File: src/rtl/ssf_pkg.sv
package ssf_pkg;
   localparam int STAT_W  = 8;
   // bit positions of the status byte (software decodes these)
   localparam int B_TXE   = 7;
   localparam int B_RXF   = 6;
   localparam int B_OVR   = 5;
   localparam int B_FRM   = 4;
   localparam int B_PAR   = 3;
   localparam int B_TEND  = 2;
   localparam int B_MPR   = 1;
   localparam int B_MPT   = 0;
   // sticky, software-clearable flags occupy the top N_CLR bits
   localparam int CLR_LO  = B_PAR;
   localparam int N_CLR   = STAT_W - CLR_LO;
   // index of each sticky flag inside the clearable vector
   localparam int K_TXE   = B_TXE - CLR_LO;
   localparam int K_RXF   = B_RXF - CLR_LO;
   localparam int K_OVR   = B_OVR - CLR_LO;
   localparam int K_FRM   = B_FRM - CLR_LO;
   localparam int K_PAR   = B_PAR - CLR_LO;

   typedef logic [N_CLR-1:0] clr_vec_t;
endpackage

File: src/rtl/ssf_flag_cell.sv
module ssf_flag_cell #(
   parameter bit RST_VAL = 1'b0
) (
   input  logic clk,
   input  logic rst_n,
   input  logic hw_set,
   input  logic hw_clr,
   input  logic cpu_rd,
   input  logic cpu_wr,
   input  logic cpu_wbit,
   output logic flag
);
   logic armed;

   always_ff @(posedge clk) begin
      if (!rst_n) begin
         flag  <= RST_VAL;
         armed <= 1'b0;
      end else begin
         if (hw_set)
            flag <= 1'b1;
         else if (hw_clr)
            flag <= 1'b0;
         else if (cpu_wr && armed && !cpu_wbit)
            flag <= 1'b0;
         armed <= (cpu_rd & flag) | (armed & ~cpu_wr);
      end
   end

   // a set always lands
   p_set_wins_r9: assert property (@(posedge clk) disable iff (!rst_n)
      hw_set |=> flag);
   // without a prior read showing 1, only DMA can clear
   p_no_blind_clear_r7: assert property (@(posedge clk) disable iff (!rst_n)
      (flag && !armed && !hw_clr) |=> flag);
   // a write without a read leaves no permission behind
   p_arm_used_r7: assert property (@(posedge clk) disable iff (!rst_n)
      (cpu_wr && !cpu_rd) |=> !armed);
endmodule

File: src/rtl/ssf_rx_path.sv
module ssf_rx_path (
   input  logic rx_en,
   input  logic rx_done,
   input  logic rx_frm_err,
   input  logic rx_par_err,
   input  logic rxf_now,
   output logic set_rxf,
   output logic set_ovr,
   output logic set_frm,
   output logic set_par,
   output logic cap_mp
);
   logic done_q, bad;

   always_comb begin
      done_q  = rx_en & rx_done;
      bad     = rx_frm_err | rx_par_err;
      set_frm = done_q & rx_frm_err;
      set_par = done_q & rx_par_err;
      set_rxf = done_q & ~bad & ~rxf_now;
      set_ovr = done_q & ~bad & rxf_now;
      cap_mp  = set_rxf;
   end
endmodule

File: src/rtl/ssf_tx_path.sv
module ssf_tx_path (
   input  logic clk,
   input  logic rst_n,
   input  logic tx_en,
   input  logic tx_load,
   input  logic tx_shift_done,
   input  logic txe_now,
   output logic set_txe,
   output logic tend
);
   always_comb set_txe = ~tx_en | tx_load;

   always_ff @(posedge clk) begin
      if (!rst_n)
         tend <= 1'b1;
      else if (!tx_en)
         tend <= 1'b1;
      else if (tx_load)
         tend <= 1'b0;
      else if (tx_shift_done && txe_now)
         tend <= 1'b1;
   end

   // disabled transmitter reports end of transmission
   p_tend_idle_r11: assert property (@(posedge clk) disable iff (!rst_n)
      !tx_en |=> tend);
   // a load always starts a new transmission
   p_tend_load_r11: assert property (@(posedge clk) disable iff (!rst_n)
      (tx_en && tx_load) |=> !tend);
endmodule

File: src/rtl/serial_status_flags.sv
module serial_status_flags #(
   parameter int DMA_GATED = 1
) (
   input  logic       clk,
   input  logic       rst_n,
   input  logic       tx_en,
   input  logic       rx_en,
   input  logic       tx_irq_en,
   input  logic       rx_irq_en,
   input  logic       tx_load,
   input  logic       tx_shift_done,
   input  logic       rx_done,
   input  logic       rx_frm_err,
   input  logic       rx_par_err,
   input  logic       rx_mp_in,
   input  logic       dma_tx_ack,
   input  logic       dma_rx_ack,
   input  logic       cpu_rd,
   input  logic       cpu_wr,
   input  logic [7:0] cpu_wdata,
   output logic [7:0] status,
   output logic       tx_irq,
   output logic       rx_irq
);
   import ssf_pkg::*;

   if (DMA_GATED < 0 || DMA_GATED > 1) begin : g_bad_param
      $error("DMA_GATED must be 0 or 1");
   end

   clr_vec_t flags, hw_set, hw_clr;
   logic set_txe_tx, tend;
   logic set_rxf, set_ovr, set_frm, set_par, cap_mp;
   logic dma_tx_clr, dma_rx_clr;
   logic mpr, mpt;

   ssf_tx_path i_tx (
      .clk(clk), .rst_n(rst_n), .tx_en(tx_en), .tx_load(tx_load),
      .tx_shift_done(tx_shift_done), .txe_now(flags[K_TXE]),
      .set_txe(set_txe_tx), .tend(tend)
   );

   ssf_rx_path i_rx (
      .rx_en(rx_en), .rx_done(rx_done), .rx_frm_err(rx_frm_err),
      .rx_par_err(rx_par_err), .rxf_now(flags[K_RXF]),
      .set_rxf(set_rxf), .set_ovr(set_ovr), .set_frm(set_frm),
      .set_par(set_par), .cap_mp(cap_mp)
   );

   if (DMA_GATED == 1) begin : g_dma_gated
      always_comb begin
         dma_tx_clr = dma_tx_ack & tx_irq;
         dma_rx_clr = dma_rx_ack & rx_irq;
      end
   end else begin : g_dma_open
      always_comb begin
         dma_tx_clr = dma_tx_ack;
         dma_rx_clr = dma_rx_ack;
      end
   end

   always_comb begin
      hw_set        = '0;
      hw_clr        = '0;
      hw_set[K_TXE] = set_txe_tx;
      hw_set[K_RXF] = set_rxf;
      hw_set[K_OVR] = set_ovr;
      hw_set[K_FRM] = set_frm;
      hw_set[K_PAR] = set_par;
      hw_clr[K_TXE] = dma_tx_clr;
      hw_clr[K_RXF] = dma_rx_clr;
   end

   for (genvar k = 0; k < N_CLR; k++) begin : g_flag
      ssf_flag_cell #(.RST_VAL(k == K_TXE)) i_cell (
         .clk(clk), .rst_n(rst_n),
         .hw_set(hw_set[k]), .hw_clr(hw_clr[k]),
         .cpu_rd(cpu_rd), .cpu_wr(cpu_wr),
         .cpu_wbit(cpu_wdata[k + CLR_LO]),
         .flag(flags[k])
      );
   end

   always_ff @(posedge clk) begin
      if (!rst_n) begin
         mpr <= 1'b0;
         mpt <= 1'b0;
      end else begin
         if (cap_mp) mpr <= rx_mp_in;
         if (cpu_wr) mpt <= cpu_wdata[B_MPT];
      end
   end

   always_comb begin
      status = {flags, tend, mpr, mpt};
      tx_irq = flags[K_TXE] & tx_irq_en;
      rx_irq = flags[K_RXF] & rx_irq_en;
   end

   // a completed frame finding a full buffer is reported as overrun
   p_overrun_r4: assert property (@(posedge clk) disable iff (!rst_n)
      (rx_en && rx_done && !rx_frm_err && !rx_par_err && status[B_RXF])
      |=> (status[B_OVR] && status[B_RXF]));
   // a disabled transmitter always shows an empty buffer
   p_txe_off_r2: assert property (@(posedge clk) disable iff (!rst_n)
      !tx_en |=> status[B_TXE]);
   // a disabled receiver keeps the buffer-full flag
   p_rxf_keep_r6: assert property (@(posedge clk) disable iff (!rst_n)
      (!rx_en && !dma_rx_ack && !cpu_wr) |=> $stable(status[B_RXF]));
   // read-only bits ignore the CPU
   p_ro_ignored_r10: assert property (@(posedge clk) disable iff (!rst_n)
      (cpu_wr && (|cpu_wdata[B_TEND:B_MPR]) && !rx_done && tx_en
       && !tx_load && !tx_shift_done) |=> $stable(status[B_TEND:B_MPR]));
endmodule

File: config.mk
export PLATFORM = sky130hd
export DESIGN_NAME = serial_status_flags
export DESIGN_NICKNAME = d
export VERILOG_FILES = /design/src/rtl/ssf_pkg.sv /design/src/rtl/ssf_flag_cell.sv /design/src/rtl/ssf_rx_path.sv /design/src/rtl/ssf_tx_path.sv /design/src/rtl/serial_status_flags.sv
export SDC_FILE = /design/constraint.sdc
export NUM_CORES = 1
export LEC_CHECK = 0
export BUFFER_PORTS_ARGS = -buffer_cell sky130_fd_sc_hd__clkbuf_2
export CORE_MARGIN = 2
export CORE_UTILIZATION = 41
export DETAILED_ROUTE_END_ITERATION = 7
export GPL_TIMING_DRIVEN = 0
export PLACE_DENSITY_LB_ADDON = 0.05
export SYNTH_ARGS = -nofsm -noshare
export SYNTH_HDL_FRONTEND = slang
export SYNTH_SLANG_ARGS = --single-unit
File: constraint.sdc
create_clock -name clk -period 1.4 [get_ports clk]
set_input_delay 0.14 -clock clk [delete_from_list [all_inputs] [get_ports clk]]
set_output_delay 0.14 -clock clk [all_outputs]
set_load 0.01 [all_outputs]
==> metrics.md, run 1 <==
| Metric | Value |
|---|---|
| Min Clock Period, post-route | 1190 ps |
| Mapped Nets | 88 |
| Cell Rows | 13 |
| Initial antenna violation count | 0 |
| Antenna-violating nets left | 0 |
| HPWL after DPL | 950 µm |
| Crit-path cells | nor4_1 > mux2i_1 |
| Inserted Diodes | 0 |
| Vias in the first global route | 482 |
| Slowest stage cell, crit path | nor4_1 |
| P_leak | 0.370 nW |
| FF-to-FF End | mpr |
| Die footprint | 1760 µm² |
| Worst Tran Pin Value | 521 ps |
| Final routed DRC violation total | 0 |
| First-pass GRT wire length | 1970 µm |
| Sequential fraction of the synthesis area | 44.2% |
| Worst r2r src | g_flag[3].i_cell.flag |
| Vias per inst | 4.90 |
| Final setup viols | 0 |
| Crit path depth | 2 |
| Data arrival, critical path | 1400 ps |
| Clock transition at path regs | 80 ps |
| Unique cell type count in the Yosys netlist | 23 |
| Worst Reg-to-Reg Cells | 2 |
| Proportion of layout cells with a drive suffix above 1 | 42.9% |
| Setup_tns | 0 ps |
| CTS tree | built |
| Critical path launch point type | flop |
| # IOs | 34 |
| Total GRT Usage | 14.9% |
| CORE AREA | 1320 µm² |
| Total CTS buffers | 3 |
| Worst IR Drop VDD | 506 µV |
| Final hold violations | 0 |
| RSZ-0062 raised after global routing | no |
| Share of the synthesized area in the top cell type | 44.2% |
| CP peak stage delay | 510 ps |
| Clock Root Buffer | clkbuf_4 |
| Hold/Removal Path Class | input pin to flop |
| IO Port Bufs | 30 |
| PwrDens | 924 nW/µm² |
| Die W | 41.9 µm |
| Outcome | finished, final reports clean |
| Worst path bufs/invs | 0 |
| Post-synth top area cell | dfxtp_1 |
| Max-Cap Viols | 0 |
| Final worst-path cycle share | 85.0% |
| CTS max path bufs | 2 |
| Post-synthesis register bit count | 13 |
| Clk_lat worst skew | 280 ps |
| Crit path required time | 1610 ps |
| HP Start | tx_en |
| GRT overflow | 0 |
| YS warnings | 0 |
| Setup CP Type | flop to flop |
| Crit Path Max Fanout | 6 |
| Clk sinks | 13 |
| 1st-iter DRT viols | 10 |
| Vias | 554 |
| Syn Area/Cell | 9.21 µm² |
| Max transition margin | 65.0% |
| Footprint of the multi-input gates | 256 µm² |
| R2r setup slk | 210 ps |
| CTS hold repair buffers | 0 |
| Hold Path End | i_tx.tend |
| Largest cells by area after synthesis | dfxtp_1 (44%), buf_4 (10%), nor2b_1 (7.4%) |
| Hold depth | 2 |
| Final WL | 1210 µm |
| Postcts setup bufs | 0 |
| Layout net count | 123 |
| Max Slew Vio Count | 0 |
| Crit path max-delay family | simple AND/OR/NAND/NOR gates |
| Clock Skew | 5.71 ps |
| Dpl cells | 109 |
| Drt first pass iters | 4 |
| Mapped Area | 589 µm² |
| Non-Filler Instances | 113 |
| Synth-to-layout area growth | 33.1% |
| Drt wl/cell | 10.7 µm |
| Number of H-tree levels | 1 |
| Fillers | 134 |
| Fmax | 841 MHz |
| Initial core utilization | 44.7% |
| Instance count of the mapped netlist | 64 |
| Placer Congestion | 0.692 |
| CP endpoint kind | flop |
| FF/Latch Area | 260 µm² |
| Cts repair resizes | 0 |
| Maximum number of pins on one net before global-route repair | 11 |
| Die Y | 41.9 µm |
-- flip-flops by register name, indices dropped and copies added, names as in the netlist --
signal / count
g_flag.i_cell.flag: 5
mpr: 1
g_flag.i_cell.armed: 5
mpt: 1
i_tx.tend: 1
-- worst max path at each step --
stage               end                  start  slack, ps
floorplan           mpr  g_flag[3].i_cell.flag        420
global placement    mpr  g_flag[3].i_cell.flag        290
detailed placement  mpr  g_flag[3].i_cell.flag        300
CTS                 mpr  g_flag[3].i_cell.flag        180
global route        mpr  g_flag[3].i_cell.flag         80
finish              mpr  g_flag[3].i_cell.flag        210
-- layout by cell type, fill, tap and decap left out, types with 2 or more instances in the layout --
cell and n:
clkbuf_2 30, dfxtp_1 13, nand2_1 9, buf_4 8
nor2b_1 7, a22oi_1 5, clkbuf_4 3, and2_1 2
clkbuf_1 2, mux2i_1 2, o211ai_1 2, o21ai_0 2
-- final cells by class --
cell class	count	share of cell area [%]
multi-input combinational	40	32.7
clock buffer	4	3.35
inverter	1	0.478
sequential	13	33.2
timing repair buffer	30	19.1
buffer	10	8.77
tap	15	2.39
-- metal layers --
| layer | GRT usage (%) | vias to the layer above | routed length, µm | share of wire (%) |
|---|---|---|---|---|
| li1 | - | 286 | - | - |
| met1 | 18.4 | 248 | 531 | 44 |
| met2 | 23.1 | 16 | 588 | 49 |
| met3 | 4.35 | 4 | 71 | 5.9 |
| met4 | 7.74 | 0 | 21 | 1.7 |
| met5 | 0 | - | 0 | 0 |
-- cell families after synthesis --
group,after synthesis,share of synthesized area (%)
compound gates,15,18.5
buf+inv,11,12.3
flops,13,44.2
mux,2,3.40
simple gates,23,21.7
-- stage by stage --
step / hold WS (ps) / instance area, µm² / setup slack [ps] / power [mW] / utilization [%]
6_report: 58.6 / 785 / 210 / 0.725 / 59.5
5_1_grt: 52.8 / 785 / 75.2 / 0.756 / 59.5
4_1_cts: 59.8 / 785 / 178 / 0.728 / 59.5
3_5_place_dp: 343 / 758 / 299 / 0.499 / 57.5
3_3_place_gp: 338 / 758 / 289 / 0.497 / 57.5
2_1_floorplan: 229 / 589 / 416 / 0.447 / -
-- worst reg2reg max path, stage by stage, from the launching register on --
cell and delay (ps):
dfxtp_1 350, nor4_1 510, mux2i_1 260
-- power breakdown --
part / total (mW) / internal [mW] / switching [mW]
Sequential: 0.389 / 0.382 / 0.00758
Combinational: 0.0996 / 0.0560 / 0.0436
Clock: 0.236 / 0.110 / 0.125
-- synthesized netlist by cell type --
| cell type | instances |
|---|---|
| o211ai_1 | 2 |
| nand3_1 | 1 |
| nand4b_1 | 1 |
| a21oi_1 | 1 |
| a21boi_1 | 1 |
| nor4_1 | 1 |
| o211a_1 | 1 |
| o21ai_0 | 2 |
| a21boi_0 | 1 |
| buf_4 | 8 |
| nand2_1 | 9 |
| nor2b_1 | 7 |
| dfxtp_1 | 13 |
| clkbuf_1 | 1 |
| buf_2 | 1 |
| inv_1 | 1 |
| o21a_1 | 1 |
| nand3b_1 | 1 |
| or4b_1 | 1 |
| a32oi_1 | 1 |
| and2_1 | 2 |
| a22oi_1 | 5 |
| mux2i_1 | 2 |
(Power assumes the default switching activity.)
==> inputs of run 2 (changes only) <==
clock period = 1.2 ns   (was 1.4 ns; I/O delays follow)
==> metrics.md, run 2 (synthesis gave the netlist of run 1 again) <==
| Metric | Value |
|---|---|
| Outcome | finished, final reports clean |
| Layout net count | 123 (unchanged) |
| Max transition margin | 75.9% (+11 points) |
| Met2 wire length | 587 µm (-0.17%) |
| Setup CP Type | flop to primary output |
| Antenna-violating nets left | 0 (unchanged) |
| Final setup viols | 0 (unchanged) |
| Vias per inst | 4.89 (-0.18%) |
| IO Port Bufs | 30 (unchanged) |
| CTS hold repair buffers | 0 (unchanged) |
| PwrDens | 1070 nW/µm² (+16%) |
| Data arrival, critical path | 960 ps (-440 ps) |
| Critical path launch point type | flop |
| Vias in the first global route | 482 (unchanged) |
| CP endpoint kind | primary output |
| GRT overflow | 0 (unchanged) |
| Largest registers | g_flag.i_cell.armed (5), g_flag.i_cell.flag (5) |
| CTS tree | built |
| CORE AREA | 1320 µm² (unchanged) |
| Max-Cap Viols | 0 (unchanged) |
| Drt first pass iters | 2 (-2) |
| Net Switching | 206 µW (+17%) |
| Worst IR Drop VDD | 591 µV (+17%) |
| Max Slew Vio Count | 0 (unchanged) |
| Clock Root Buffer | clkbuf_4 |
| Setup_tns | 0 ps (unchanged) |
| Final routed DRC violation total | 0 (unchanged) |
| Sw Share | 24.4% (about the same) |
| Clk sinks | 13 (unchanged) |
| HPWL after DPL | 950 µm (unchanged) |
| Non-Filler Instances | 113 (unchanged) |
| Routed met3 length | 71 µm (unchanged) |
| Hold/Removal Path Class | input pin to flop |
| Drt wl/cell | 10.7 µm (-0.41%) |
| Most frequent cells in the layout | clkbuf_2 (30), dfxtp_1 (13), nand2_1 (9) |
| Synth-to-layout area growth | 34.2% |
| Clock Skew | 5.16 ps (-0.553 ps) |
| Slowest stage cell, crit path | dfxtp_1 |
| Initial core utilization | 44.7% (unchanged) |
| Clk_lat worst skew | 280 ps (about the same) |
| Worst Tran Pin Value | 359 ps (-162 ps) |
| Clock share of power | 32.4% (about the same) |
| Fmax | 930 MHz |
| Die Y | 41.9 µm (unchanged) |
| Final hold violations | 0 (unchanged) |
| P_leak | 0.371 nW (+0.15%) |
| # IOs | 34 (unchanged) |
| Initial antenna violation count | 0 (unchanged) |
| Most common cell after layout, fill and taps aside | clkbuf_2 |
| Crit-path cells | and2_1 > clkbuf_2 |
| Final worst-path cycle share | 89.6% |
| Internal power | 640 µW (+17%) |
| Total CTS buffers | 3 (unchanged) |
| Final WL | 1210 µm (-0.41%) |
| Combinational share of power | 13.9% (+0.2 points) |
| Clock transition at path regs | 80 ps (about the same) |
| CTS max path bufs | 2 (unchanged) |
| Highest routed layer | met4 |
| Cell Rows | 13 (unchanged) |
| 1st-iter DRT viols | 10 (unchanged) |
| Crit Path Max Fanout | 6 (unchanged) |
| Min Clock Period, post-route | 1080 ps |
| RSZ-0062 raised after global routing | no |
| Flop pwr share | 53.7% (about the same) |
| Die footprint | 1760 µm² (unchanged) |
| First-pass GRT wire length | 1970 µm (unchanged) |
| Placer Congestion | 0.692 (unchanged) |
| M1 WL | 527 µm (-0.75%) |
| Number of H-tree levels | 1 (unchanged) |
| Postcts setup bufs | 0 (unchanged) |
| Die W | 41.9 µm (unchanged) |
| Dpl cells | 109 (unchanged) |
| DP Area | 758 µm² (unchanged) |
| CP peak stage delay | 410 ps (-100 ps) |
| Design area | 791 µm² (+0.80%) |
| Maximum number of pins on one net before global-route repair | 11 (unchanged) |
| Inserted Diodes | 0 (unchanged) |
| Proportion of layout cells with a drive suffix above 1 | 43.9% (+1.0 points) |
| Vias | 553 (-0.18%) |
| Crit path required time | 1080 ps (-530 ps) |
| Total GRT Usage | 14.9% (unchanged) |
-- run 2: metal layers --
metal | global-route usage, % | vias up
met3 | 4.35 | 4
met2 | 23.1 | 16
met4 | 7.74 | 0
met5 | 0 | -
met1 | 18.4 | 248
li1 | - | 285
-- run 2: final timing paths --
path | from | to | slack (ps) | cells past startpoint
max | g_flag[3].i_cell.flag | rx_irq | 120 | 2
min | tx_en | i_tx.tend | 40 | 2
max reg2reg | g_flag[3].i_cell.flag | mpr | 130 | 2
min reg2reg | mpr | mpr | 500 | 2
-- run 2: layout make-up --
class / count / area (µm²)
buffer: 10 / 68.8
sequential: 13 / 260
inverter: 1 / 3.75
multi-input combinational: 40 / 263
clock buffer: 4 / 26.3
timing repair buffer: 30 / 150
tap: 15 / 18.8
fill: 132 / 527
-- run 2: through the flow --
stage	utilization, %	power [mW]	setup WS (ps)	hold slack, ps
floorplan	-	0.522	216	209
global placement	57.5	0.579	88.6	318
detailed placement	57.5	0.582	99.5	323
CTS	60.0	0.851	109	39.8
global route	60.0	0.883	32.7	32.8
finish	60.0	0.846	125	38.5
-- run 2: power groups by stage --
stage	combinational, mW	clock [mW]	sequential, mW
2_1_floorplan	0.0595	0	0.462
3_3_place_gp	0.115	0	0.464
3_5_place_dp	0.118	0	0.465
4_1_cts	0.120	0.277	0.455
5_1_grt	0.130	0.296	0.457
6_report	0.117	0.274	0.454
-- run 2: critical path: cells and delay by family, from the launching register on --
kind                   cells  cell delay [ps]
flip-flops                 1              410
AND/OR/NAND/NOR            1              150
buffers and inverters      1              120
-- run 2: timing repair --
| item | in CTS | in global routing |
|---|---|---|
| endpoints found under the setup margin | 1 | 0 |
| resized for setup | 1 | 0 |
| endpoints found under the hold margin | 0 | 0 |
==> inputs of run 3 (changes only) <==
CELL_PAD_IN_SITES_DETAIL_PLACEMENT = 0   (was not set)
CELL_PAD_IN_SITES_GLOBAL_PLACEMENT = 1   (was not set)
CORE_UTILIZATION = 29   (was 41)
CTS_CLUSTER_DIAMETER = 100   (was not set)
GPL_TIMING_DRIVEN = not set   (was 0)
==> metrics.md, run 3 (synthesis gave the netlist of run 1 again) <==
| Metric | Value |
|---|---|
| Clock Root Buffer | clkbuf_4 |
| Drt first pass iters | 2 (unchanged) |
| Non-Filler Instances | 117 (+3.5%) |
| Vias | 508 (-8.1%) |
| CTS max path bufs | 2 (unchanged) |
| Setup ws final | 116 ps (-8.90 ps) |
| Inserted Diodes | 0 (unchanged) |
| Synth-to-layout area growth | 26.1% |
| Initial antenna violation count | 0 (unchanged) |
| Worst r2r src | g_flag[3].i_cell.flag |
| PwrDens | 1120 nW/µm² (+4.8%) |
| Maximum number of pins on one net before global-route repair | 15 (+4) |
| Hold depth | 2 (unchanged) |
| Data arrival, critical path | 960 ps (about the same) |
| HPWL after DPL | 1010 µm (+6.0%) |
| Final worst-path cycle share | 90.3% (+0.74 points) |
| Worst Reg-to-Reg Cells | 2 (unchanged) |
| Final setup viols | 0 (unchanged) |
| Worst Tran Pin Value | 255 ps (-103 ps) |
| Most frequent cells in the layout | clkbuf_2 (31), dfxtp_1 (13), nand2_1 (9) |
| Layout net count | 115 (-6.5%) |
| HP Start | tx_en |
| Largest registers | g_flag.i_cell.armed (5), g_flag.i_cell.flag (5) |
| Initial core utilization | 30.3% (-14 points) |
| Most common cell after layout, fill and taps aside | clkbuf_2 |
| CTS hold repair buffers | 0 (unchanged) |
| Die Y | 49.1 µm (+17%) |
| Cts repair resizes | 0 (-1) |
| Crit Path Max Fanout | 6 (unchanged) |
| CTS tree | built |
| R2r setup slk | 130 ps (about the same) |
| Setup CP Type | flop to primary output |
| Critical Path Start | g_flag[3].i_cell.flag |
| Hold Slack | 35.6 ps (-2.93 ps) |
| Hold Path End | i_tx.tend |
| Proportion of layout cells with a drive suffix above 1 | 38.9% (-5.0 points) |
| Clock Skew | 1.98 ps (-3.18 ps) |
| IO Port Bufs | 31 (+3.3%) |
| Vias per inst | 4.34 (-11%) |
| Total GRT Usage | 12.4% (-2.5 points) |
| Crit path required time | 1080 ps (about the same) |
| Worst slack, placed | 149 ps (+49.6 ps) |
| Number of H-tree levels | 1 (unchanged) |
| # IOs | 34 (unchanged) |
| Fmax | 923 MHz (-0.82%) |
| Crit-path cells | and2_1 > clkbuf_2 |
| Cell Rows | 16 (+3) |
| CP peak stage delay | 420 ps (about the same) |
| Min Clock Period, post-route | 1080 ps (+8.90 ps) |
| Drt wl/cell | 11.3 µm (+6.2%) |
| Clk_lat worst skew | 280 ps (about the same) |
| Worst path bufs/invs | 1 (unchanged) |
| Clock transition at path regs | 80 ps (about the same) |
| Postcts setup bufs | 0 (unchanged) |
| Hold/Removal Path Class | input pin to flop |
| First-pass GRT wire length | 2210 µm (+12%) |
| CORE AREA | 1940 µm² (+47%) |
| Max transition margin | 83.0% (+7.1 points) |
| Slowest stage cell, crit path | dfxtp_1 |
| Dpl cells | 113 (+3.7%) |
| Outcome | finished, final reports clean |
| GRT overflow | 0 (unchanged) |
| Placer Congestion | 0.686 (-0.88%) |
| RSZ-0062 raised after global routing | no |
| Die W | 49.1 µm (+17%) |
| Final routed DRC violation total | 0 (unchanged) |
| Clk sinks | 13 (unchanged) |
| Max Slew Vio Count | 0 (unchanged) |
| Critical path launch point type | flop |
| FF-to-FF End | g_flag[2].i_cell.flag |
| Final WL | 1330 µm (+9.9%) |
| Fillers | 232 (+76%) |
| Max-Cap Viols | 0 (unchanged) |
| 1st-iter DRT viols | 6 (-4) |
| Final hold violations | 0 (unchanged) |
| Total CTS buffers | 3 (unchanged) |
| CP endpoint kind | primary output |
| Crit path max-delay family | flip-flops |
| Antenna-violating nets left | 0 (unchanged) |
| P_leak | 0.334 nW (-9.9%) |
| Setup_tns | 0 ps (unchanged) |
| Vias in the first global route | 484 (+0.41%) |
| Worst IR Drop VDD | 679 µV (+15%) |
| Die footprint | 2410 µm² (+37%) |
==> run 3: report_power, final <==
| group | switching, mW | total (mW) | internal [mW] |
|---|---|---|---|
| sequential | 0.00925 | 0.455 | 0.445 |
| clock | 0.145 | 0.274 | 0.129 |
| combinational | 0.0501 | 0.105 | 0.0549 |
==> run 3: worst max path at each step <==
stage	to	slack, ps	depth (start not counted)
3_5_place_dp	g_flag[2].i_cell.flag	150	2
4_1_cts	rx_irq	100	2
2_1_floorplan	mpr	220	2
6_report	rx_irq	120	2
3_3_place_gp	g_flag[2].i_cell.flag	160	2
5_1_grt	tx_irq	30	2
==> run 3: final cells by class <==
type | instances | area (µm²) | share of cell area (%)
clock buffer | 4 | 26.3 | 3.54
tap | 27 | 33.8 | 4.55
timing repair buffer | 32 | 163 | 21.9
inverter | 1 | 3.75 | 0.505
sequential | 13 | 260 | 35.0
multi-input combinational | 40 | 256 | 34.5
==> run 3: metal layers <==
layer	track usage (%)	up-vias	share of wire, %
met3	4.60	2	5.7
met1	16.7	224	49
met2	18.0	14	44
met5	0	-	0
met4	4.29	0	0.75
li1	-	268	-
==> run 3: through the flow <==
| step | instance area (µm²) | power (mW) | utilization (%) |
|---|---|---|---|
| final | 743 | 0.833 | 38.3 |
| after global routing | 743 | 0.889 | 38.3 |
| after CTS | 743 | 0.852 | 38.3 |
| after detailed placement | 717 | 0.571 | 36.9 |
| after global placement | 717 | 0.570 | 36.9 |
| after floorplan | 589 | 0.522 | - |
